==> src/rtl/iwb_pkg.sv <==
package iwb_pkg;
    localparam int BUS_DW    = 32;
    localparam int IDX_W     = 5;
    localparam int CELL_W    = 8;
    // field positions decoded by the register bus master
    localparam int REL_BIT   = 28;
    localparam int DIR_BIT   = 24;
    localparam int IDX_LSB   = 16;
    localparam int WBYTE_LSB = 8;

    typedef enum logic [1:0] {
        ST_HELD_RD = 2'd0,
        ST_HELD_WR = 2'd1,
        ST_IDLE    = 2'd2,
        ST_ARMED   = 2'd3
    } iwb_state_e;

    typedef struct packed {
        logic              rel;
        logic              dir;
        logic [IDX_W-1:0]  idx;
        logic [CELL_W-1:0] wbyte;
    } iwb_fields_t;
endpackage

==> src/rtl/iwb_window.sv <==
module iwb_window
    import iwb_pkg::*;
(
    input  logic              clk,
    input  logic              rst,
    input  logic              we_i,
    input  logic              rel_i,
    input  logic              dir_i,
    input  logic [IDX_W-1:0]  idx_i,
    input  logic [CELL_W-1:0] wbyte_i,
    output iwb_fields_t       fields_o
);
    iwb_fields_t fields_q;

    always_ff @(posedge clk) begin
        if (rst) begin
            fields_q <= '0;
        end else if (we_i) begin
            fields_q.rel   <= rel_i;
            fields_q.dir   <= dir_i;
            fields_q.idx   <= idx_i;
            fields_q.wbyte <= wbyte_i;
        end
    end

    assign fields_o = fields_q;

    // without a window write the fields must hold
    p_fields_hold_r2: assert property (@(posedge clk) disable iff (rst)
        !we_i |=> $stable(fields_q));
endmodule

==> src/rtl/iwb_commit_fsm.sv <==
module iwb_commit_fsm
    import iwb_pkg::*;
(
    input  logic clk,
    input  logic rst,
    input  logic we_i,
    input  logic rel_i,
    input  logic dir_i,
    output logic commit_o
);
    iwb_state_e state_q, state_d;
    logic       commit_q;

    always_comb begin
        state_d = state_q;
        if (we_i) begin
            unique case ({rel_i, dir_i})
                2'b00: state_d = ST_HELD_RD;
                2'b01: state_d = ST_HELD_WR;
                2'b10: state_d = ST_IDLE;
                2'b11: state_d = ST_ARMED;
                default: state_d = ST_HELD_RD;
            endcase
        end
    end

    always_ff @(posedge clk) begin
        if (rst) state_q <= ST_HELD_RD;
        else     state_q <= state_d;
    end

    always_ff @(posedge clk) begin
        if (rst) begin
            commit_q <= 1'b0;
        end else begin
            commit_q <= 1'b0;
            unique case (state_q)
                ST_IDLE, ST_HELD_RD: commit_q <= we_i && (state_d == ST_ARMED);
                ST_HELD_WR, ST_ARMED: commit_q <= 1'b0;
                default: commit_q <= 1'b0;
            endcase
        end
    end

    assign commit_o = commit_q;

    // a commit pulse exists only once ARMED is reached
    p_commit_armed_r4: assert property (@(posedge clk) disable iff (rst)
        commit_q |-> (state_q == ST_ARMED));
    // one window write yields at most one commit
    p_single_commit_r5: assert property (@(posedge clk) disable iff (rst)
        commit_q |=> !commit_q);
    // every commit follows a window write
    p_commit_after_write_r4: assert property (@(posedge clk) disable iff (rst)
        commit_q |-> $past(we_i));
endmodule

==> src/rtl/iwb_bank.sv <==
module iwb_bank
    import iwb_pkg::*;
#(
    parameter int AW = IDX_W,
    parameter int DW = CELL_W
) (
    input  logic          clk,
    input  logic          rst,
    input  logic          rel_i,
    input  logic          commit_i,
    input  logic [AW-1:0] idx_i,
    input  logic [DW-1:0] wbyte_i,
    output logic [DW-1:0] rbyte_o
);
    localparam int DEPTH = 1 << AW;

    logic [DEPTH-1:0][DW-1:0] cells;

    for (genvar g = 0; g < DEPTH; g++) begin : g_cell
        logic [DW-1:0] cell_q;
        always_ff @(posedge clk) begin
            if (rst || !rel_i)
                cell_q <= '0;
            else if (commit_i && (idx_i == AW'(g)))
                cell_q <= wbyte_i;
        end
        assign cells[g] = cell_q;
    end

    assign rbyte_o = cells[idx_i];

    // a held bank reads all zero on the following cycle
    p_held_clear_r6: assert property (@(posedge clk) disable iff (rst)
        !rel_i |=> (cells == '0));
    // with no commit and release kept, the bank does not move
    p_no_commit_stable_r5: assert property (@(posedge clk) disable iff (rst)
        (!commit_i && rel_i) |=> $stable(cells));
endmodule

==> src/rtl/indirect_window_bridge.sv <==
module indirect_window_bridge
    import iwb_pkg::*;
#(
    parameter int ADDR_W     = 4,
    parameter int WIN_OFFSET = 0
) (
    input  logic              clk,
    input  logic              rst,
    input  logic [ADDR_W-1:0] bus_addr,
    input  logic              bus_we,
    input  logic [BUS_DW-1:0] bus_wdata,
    output logic [BUS_DW-1:0] bus_rdata
);
    logic              win_hit;
    logic              win_we;
    logic              commit;
    logic [CELL_W-1:0] rbyte;
    iwb_fields_t       fields;

    assign win_hit = (bus_addr == ADDR_W'(WIN_OFFSET));
    assign win_we  = bus_we && win_hit;

    // low byte and spare window bits are discarded on write
    logic ignored_unused;
    assign ignored_unused = ^{bus_wdata[WBYTE_LSB-1:0], bus_wdata[31:29],
                              bus_wdata[27:25], bus_wdata[23:21]};

    iwb_window u_window (
        .clk      (clk),
        .rst      (rst),
        .we_i     (win_we),
        .rel_i    (bus_wdata[REL_BIT]),
        .dir_i    (bus_wdata[DIR_BIT]),
        .idx_i    (bus_wdata[IDX_LSB +: IDX_W]),
        .wbyte_i  (bus_wdata[WBYTE_LSB +: CELL_W]),
        .fields_o (fields)
    );

    iwb_commit_fsm u_fsm (
        .clk      (clk),
        .rst      (rst),
        .we_i     (win_we),
        .rel_i    (bus_wdata[REL_BIT]),
        .dir_i    (bus_wdata[DIR_BIT]),
        .commit_o (commit)
    );

    iwb_bank #(.AW(IDX_W), .DW(CELL_W)) u_bank (
        .clk      (clk),
        .rst      (rst),
        .rel_i    (fields.rel),
        .commit_i (commit),
        .idx_i    (fields.idx),
        .wbyte_i  (fields.wbyte),
        .rbyte_o  (rbyte)
    );

    always_comb begin
        bus_rdata = '0;
        if (win_hit) begin
            bus_rdata[REL_BIT]                = fields.rel;
            bus_rdata[DIR_BIT]                = fields.dir;
            bus_rdata[IDX_LSB +: IDX_W]       = fields.idx;
            bus_rdata[WBYTE_LSB +: CELL_W]    = fields.wbyte;
            bus_rdata[CELL_W-1:0]             = rbyte;
        end
    end

    // writes elsewhere leave the visible window fields untouched
    p_other_offset_r8: assert property (@(posedge clk) disable iff (rst)
        (bus_we && !win_hit) |=> $stable(fields));
endmodule

==> config.mk <==
export PLATFORM = sky130hd
export DESIGN_NAME = indirect_window_bridge
export DESIGN_NICKNAME = d
export VERILOG_FILES = /design/src/rtl/iwb_pkg.sv /design/src/rtl/iwb_window.sv /design/src/rtl/iwb_commit_fsm.sv /design/src/rtl/iwb_bank.sv /design/src/rtl/indirect_window_bridge.sv
export SDC_FILE = /design/constraint.sdc
export NUM_CORES = 1
export LEC_CHECK = 0
export BUFFER_PORTS_ARGS = -buffer_cell sky130_fd_sc_hd__clkbuf_2
export CAP_MARGIN = 20
export CORE_ASPECT_RATIO = 2
export CORE_MARGIN = 2
export CORE_UTILIZATION = 55
export DETAILED_ROUTE_END_ITERATION = 7
export GPL_ROUTABILITY_DRIVEN = 0
export PLACE_DENSITY = 0.73
export SLEW_MARGIN = 10
export SYNTH_ARGS = -nofsm -noshare
export SYNTH_HDL_FRONTEND = slang
export SYNTH_SLANG_ARGS = --single-unit
export TNS_END_PERCENT = 30
==> constraint.sdc <==
create_clock -name clk -period 4.1 [get_ports clk]
set_clock_uncertainty 0.05 [all_clocks]
set_input_delay 0.82 -clock clk [delete_from_list [all_inputs] [get_ports clk]]
set_output_delay 0.82 -clock clk [all_outputs]
set_load 0.01 [all_outputs]
## After elaboration in Yosys (flattened, before gate mapping)

Cells that the tools add are included.

- Reduce and logical (&&, ||, !) cells: 42
- Equality and inequality tests: 38
- Multiplexer cells: 8
- Order comparisons: 1

Operator list:

| operator | number |
|---|---|
| $eq A5 B5 Y1 const B | 16 |
| $bmux W8 S5 | 1 |
| $eq A5 B4 Y1 const B | 8 |
| $logic_and A1 B1 Y1 | 34 |
| $mux W21 | 1 |
| $eq A5 B3 Y1 const B | 4 |
| $eq A2 B2 Y1 const B | 5 |
| $eq A5 B2 Y1 const B | 2 |
| $mux W8 | 1 |
| $pmux W2 S4 | 1 |
| $lt A5 B6 Y1 const B | 1 |
| $eq A5 B1 Y1 const B | 1 |
| $logic_not A5 Y1 | 1 |
| $eq A2 B1 Y1 const B | 2 |
| $logic_not A2 Y1 | 2 |
| $logic_not A4 Y1 | 1 |
| $reduce_or A2 Y1 | 2 |
| $mux W1 | 2 |
| $mux W2 | 1 |
| $pmux W1 S2 | 1 |
| $logic_not A1 Y1 | 1 |
| $logic_or A1 B1 Y1 | 1 |

- Input bits: 39
- Logic and storage cells: 127
- Output and inout port bits: 32
- Register bits after elaboration: 274

## Longest topological paths before layout

- Word-level depth: 6
- Depth in mapped cells: 9
- Gate-level depth less buffers: 4

## Hierarchy

Synthesis repeated with hierarchy kept, for this count alone.

- Cell total of the unflattened synthesis: 1310
- Area, all modules: 12433.2 sq um

Modules (own cells, without submodules):

| module | cells an instance | instances | seq. area each (sq um) | area each (sq um) |
|---|---|---|---|---|
| iwb_bank | 1219 | 1 | 5124.9 | 11559.8 |
| iwb_window | 48 | 1 | 300.3 | 541.8 |
| indirect_window_bridge | 37 | 1 | 0.0 | 265.3 |
| iwb_commit_fsm | 6 | 1 | 40.0 | 66.3 |

## Worst setup path before layout

Ideal clock, no wire load.

- Kind: register -> output
- Start point: register u_window.fields_q, in the netlist u_window.fields_o[11]
- End point: output bus_rdata[0]
- Setup slack: 1391 ps
- Arrival time: 1839 ps
- Buffers on the path: 3
- Stages on the path, launching flop included: 8
- Data required time: 3230 ps
- Cells stage by stage: dfxtp_1 buf_4 buf_6 buf_2 mux4_2 mux4_2 o22ai_1 nor3b_1

- Longest elaborated chain between the ends: 3

Ends and longest elaborated chain:

| what | RTL line | text |
|---|---|---|
| start: declaration | iwb_window.sv:13 | `iwb_fields_t fields_q;` |
| $bmux W8 S5 | iwb_bank.sv:30 | `assign rbyte_o = cells[idx_i];` |
| $mux W8 (not written as such) | iwb_bank.sv:30 |  |
| $mux W21 | indirect_window_bridge.sv:60 | `if (win_hit) begin` |
| end: declaration | indirect_window_bridge.sv:12 | `output logic [BUS_DW-1:0] bus_rdata` |

Every way passes these cells. The select of a mux whose other input is x is not followed.

## Worst setup path in the final report

- Start point: register u_window.fields_q, in the netlist u_window.fields_o[9]
- End point: output bus_rdata[7]

Same word-level chain as after synthesis.

==> flow_results.org <==
** Placed design
- Hpwl dp :: 21,800 um
- Port buffering added 44 buffers.
- Placed cell count :: 1,601
- Prior to clock tree synthesis, the placed netlist has a worst setup slack of 0.750 ns.

** Timing
- Setup slack on the critical path of the routed design comes to 0.210 ns.
- Static timing analysis puts the maximum clock frequency at 257 MHz.
- Final Hold Violating Endpoints :: 0
- The tightest hold path in the finished design has a slack of 0.386 ns.
- Max Transition Viols Final :: 0
- In the finished design, the share of the clock period the worst path needs comes to 94.9%.
- Number of endpoints failing setup at the final stage :: 0
- Setup repair after global routing left no endpoint under its margin.
- After routing, the total negative slack on setup checks comes to 0 ns.
- For the pin with the worst max-slew slack, the measured transition is 1.09 ns.
- Measured against its own limit, the worst slew margin works out to 27.3%.
- Crit path time final :: 3.89 ns

** Die
- Once the floorplan was initialized, standard cells occupied 55.8% of the core.
- Core footprint :: 22,100 um2
- Overall die area :: 23,700 um2
- The die is 216 um tall.
- Die X :: 110 um
- Top-level I/O count :: 71
- Row Count :: 77

** Pwr
- Cell internal power was estimated by the tool at 4.10 mW.
- Net switching is 20.7% of the power.
- Dividing total power by cell area gives a power density of 384 nW/um2.
- Power after layout :: 5.16 mW
- Worst vdd ir :: 307 uV
- Net switching power figure :: 1.07 mW
- Share of power burned in registers :: 51.5%
- The clock network accounts for 46.9% of the total power.
- Leak :: 4.28 nW
- Per report_power, the combinational group accounts for 1.6% of the total.

** Clocking
- CTS built an H-tree with a depth of 1.
- Clock Sinks :: 273
- Clock-pin slew was measured on the worst setup and hold paths at 0.07 ns.
- TritonCTS built the clock tree.
- Clock tree synthesis inserted a total of 24 buffers.
- Buffer depth of the longest clock path :: 3
- Cts hold-fix bufs :: 0
- The number of setup buffers added after CTS is 0.
- Cts repair resizes :: 0
- Root Buffer Master :: sky130_fd_sc_hd__clkbuf_16
- Clk_lat worst skew :: 0.53 ns

** Route
- First DRT Iteration DRCs :: 939
- The routed design uses 17,900 um of met2 wire.
- Detailed routing placed a total of 1430 um of wire on met3.
- Number of vias per cell after detailed routing :: 6.13
- Signal routing reaches up to met4.
- In this run the remaining antenna-violating nets after routing total 0.
- Wires add up to 33,800 um.
- DR WL/cell :: 20.5 um
- In the routed design, unresolved DRC markers number 0.
- Routed length on met1 :: 12,000 um
- Total number of vias :: 10,100
- Number of iterations in the first detailed-routing pass :: 5

** Global routing
- Entering global routing, the biggest net connects 108 pins.
- The initial antenna violation count was 0.
- Global routing usage summed across all routing layers :: 28.8%
- Grt total ovfl :: 0
- The number of global-route vias before repair was 10,000.
- Wire length of the first global-routing pass :: 53,100 um

** Final layout
- Register Area :: 5470 um2
- The repair_antennas step left the layout with diodes totalling 0.
- Summing all multi-input logic gate instances after layout gives 6220 um2.
- Share of final-layout standard cells stronger than drive strength 1 :: 15.1%
- Compared with the post-synthesis result, the final layout area differs by 9.24%.
- Count of filler cells inserted in the layout :: 1,911
- Net total in the final layout :: 1,391
- For this run, the number of standard cells in the final layout without fillers is 1,645.

** Synthesis
- Yosys mapped a number of flops with a built-in enable equal to 0.
- The most used flip-flop cell after synthesis is sky130_fd_sc_hd__dfxtp_1.
- After synthesis, the largest family of logic cells by area is multiplexers.
- In the synthesized netlist, mux cells make up 18.8% of the area.
- The synthesized netlist occupies a cell area of 12,300 um2.
- The synthesized netlist devotes 14.0% of its cell area to compound gates.
- Of the total synthesized cell area, the portion taken by AND, OR, NAND and NOR gates is 16.8%.
- Register bit total from synthesis :: 273
- After synthesis, the most frequently instantiated cells are 273 x sky130_fd_sc_hd__dfxtp_1, 236 x sky130_fd_sc_hd__nand2_1, 215 x sky130_fd_sc_hd__a21oi_1.
- Dividing the synthesized area by the synthesized cell count gives 8.90 um2.
- Number of unique standard cell types used by synthesis :: 33
- Mapped Cells :: 1,384
- Most repeated cell in the gate-level netlist after synthesis :: sky130_fd_sc_hd__dfxtp_1
- Post-Synth Adder-Cell Area :: 0%
- In the synthesized netlist the async set-or-reset flop fraction comes to 0%.
- The share of synthesized area in the top cell type comes to 44.4%.
- Yosys Warn Count :: 0
- For this run, the register share of the synthesized area comes to 44.4%.
- The largest total area in the synthesized netlist belongs to sky130_fd_sc_hd__dfxtp_1.
- Synth Area in XOR/XNOR :: 0%
- After synthesis, the cell types taking the most area are sky130_fd_sc_hd__dfxtp_1 44%, sky130_fd_sc_hd__mux4_2 10%, sky130_fd_sc_hd__a21oi_1 8.7%, sky130_fd_sc_hd__mux2i_1 7.9%, sky130_fd_sc_hd__nand2_1 7.2%.

** Setup path
- Critical Path Max Stage Delay :: 0.83 ns
- Data required time of the critical path :: 3.23 ns
- STA classifies the critical path startpoint as a flip-flop.
- Endpoint of the worst register-to-register path :: u_bank.g_cell[21].cell_q[5]
- Slowest cell on crit path :: sky130_fd_sc_hd__dfxtp_4
- Critical path startpoint :: u_window.fields_o[9]
- WP data arrival :: 3.02 ns
- The signal on the critical path passes through buf_4 > mux4_2 > mux2_2 > o22ai_1 > nor3b_1 > clkbuf_2.
- STA classifies the critical path endpoint as an output port.
- Largest driver fanout on the critical path :: 42
- The worst register-to-register path has a setup slack of 1.19 ns.
- The worst register-to-register path begins at u_window.fields_o[12].
- By startpoint and endpoint, the worst setup path is classified as flip-flop to output port.
- Measured in cells, the most critical reg-to-reg path has a length of 5.

** Outcome
- The flow ran to the end, and the final reports show no timing, DRC or antenna violations.

** Min path
- The worst hold path belongs to the class flip-flop to flip-flop.
- Cell count of the worst hold path :: 1
- The worst hold path terminates at u_fsm.commit_o.
- Hold path startpoint :: u_fsm.state_q[0]

** Run
- Max-cap viol count :: 0
## layout make-up
class	count	area share, %
clock buffers	37	5.73
clock inverters	6	0.595
flip-flops and latches	273	40.7
multi-input cells	967	46.2
repair buffers	85	4.20
inverters	1	0.0279
well taps	276	2.57
## through the flow
| stage | utilization, % | instance area (um2) |
|---|---|---|
| floorplan | - | 12400 |
| global placement | 57.1 | 12600 |
| detailed placement | 57.1 | 12600 |
| CTS | 61.0 | 13500 |
| global route | 61.0 | 13500 |
| finish | 61.0 | 13500 |
## metal layers
| layer | up-vias | GRT usage (%) |
|---|---|---|
| met1 | 4904 | 30.8 |
| met4 | 0 | 20.1 |
| met3 | 115 | 3.05 |
| met5 | - | 0 |
| li1 | 4740 | - |
| met2 | 322 | 51.0 |
## power by group through the flow
stage	Combinational [mW]	Sequential, mW	Clock (mW)
after detailed placement	0.0825	2.72	0
after global placement	0.0820	2.72	0
after floorplan	0.0648	2.71	0
final	0.0838	2.66	2.42
after global routing	0.0895	2.66	2.55
after CTS	0.0826	2.66	2.45
## cells in the final DEF, fill, tap and decap left out, types with 2 or more instances in the layout
master	instances
sky130_fd_sc_hd__and2_1	17
sky130_fd_sc_hd__o22ai_1	8
sky130_fd_sc_hd__nand3_1	96
sky130_fd_sc_hd__clkbuf_8	10
sky130_fd_sc_hd__buf_4	38
sky130_fd_sc_hd__clkbuf_1	2
sky130_fd_sc_hd__nor2_1	77
sky130_fd_sc_hd__clkbuf_16	25
sky130_fd_sc_hd__mux4_2	56
sky130_fd_sc_hd__clkinv_2	4
sky130_fd_sc_hd__a21oi_1	215
sky130_fd_sc_hd__dfxtp_4	2
sky130_fd_sc_hd__nand4b_1	3
sky130_fd_sc_hd__clkbuf_2	44
sky130_fd_sc_hd__nor2b_1	3
sky130_fd_sc_hd__bufinv_16	2
sky130_fd_sc_hd__nor2b_2	2
sky130_fd_sc_hd__conb_1	9
sky130_fd_sc_hd__o21ai_0	96
sky130_fd_sc_hd__nor4bb_4	3
sky130_fd_sc_hd__mux2_2	8
sky130_fd_sc_hd__buf_12	3
sky130_fd_sc_hd__nand3_2	2
sky130_fd_sc_hd__mux2i_1	97
sky130_fd_sc_hd__nor3b_1	8
sky130_fd_sc_hd__dfxtp_1	271
sky130_fd_sc_hd__nand2_1	236
sky130_fd_sc_hd__a22oi_1	16
sky130_fd_sc_hd__nand2b_1	6
## sequential cells by signal, summed over array words and instances (netlist names)
name                  cells
u_bank.g_cell.cell_q    256
u_window.fields_o        15
u_fsm.state_q             1
u_fsm.commit_o            1
## critical path, delay by kind of cell, from the launching register on
family / cells / cell delay (ns)
flip-flops: 1 / 0.83
multiplexers: 2 / 0.87
AND/OR/NAND/NOR: 1 / 0.08
AO/OA/AOI/OAI: 1 / 0.21
buffers and inverters: 2 / 0.44
## worst max-delay path by stage
stage,end,slack [ns],depth (start not counted)
3_3_place_gp,bus_rdata[7],0.75,6
6_report,bus_rdata[7],0.21,6
3_5_place_dp,bus_rdata[5],0.75,6
2_1_floorplan,bus_rdata[0],1.39,7
5_1_grt,bus_rdata[7],0.04,6
4_1_cts,bus_rdata[7],0.16,6
## cell families after synthesis
family                 Yosys count
AO/OA/AOI/OAI                  335
buffers and inverters          152
flip-flops                     273
multiplexers                   161
other                            1
AND/OR/NAND/NOR                462
(Power assumes the default switching activity.)
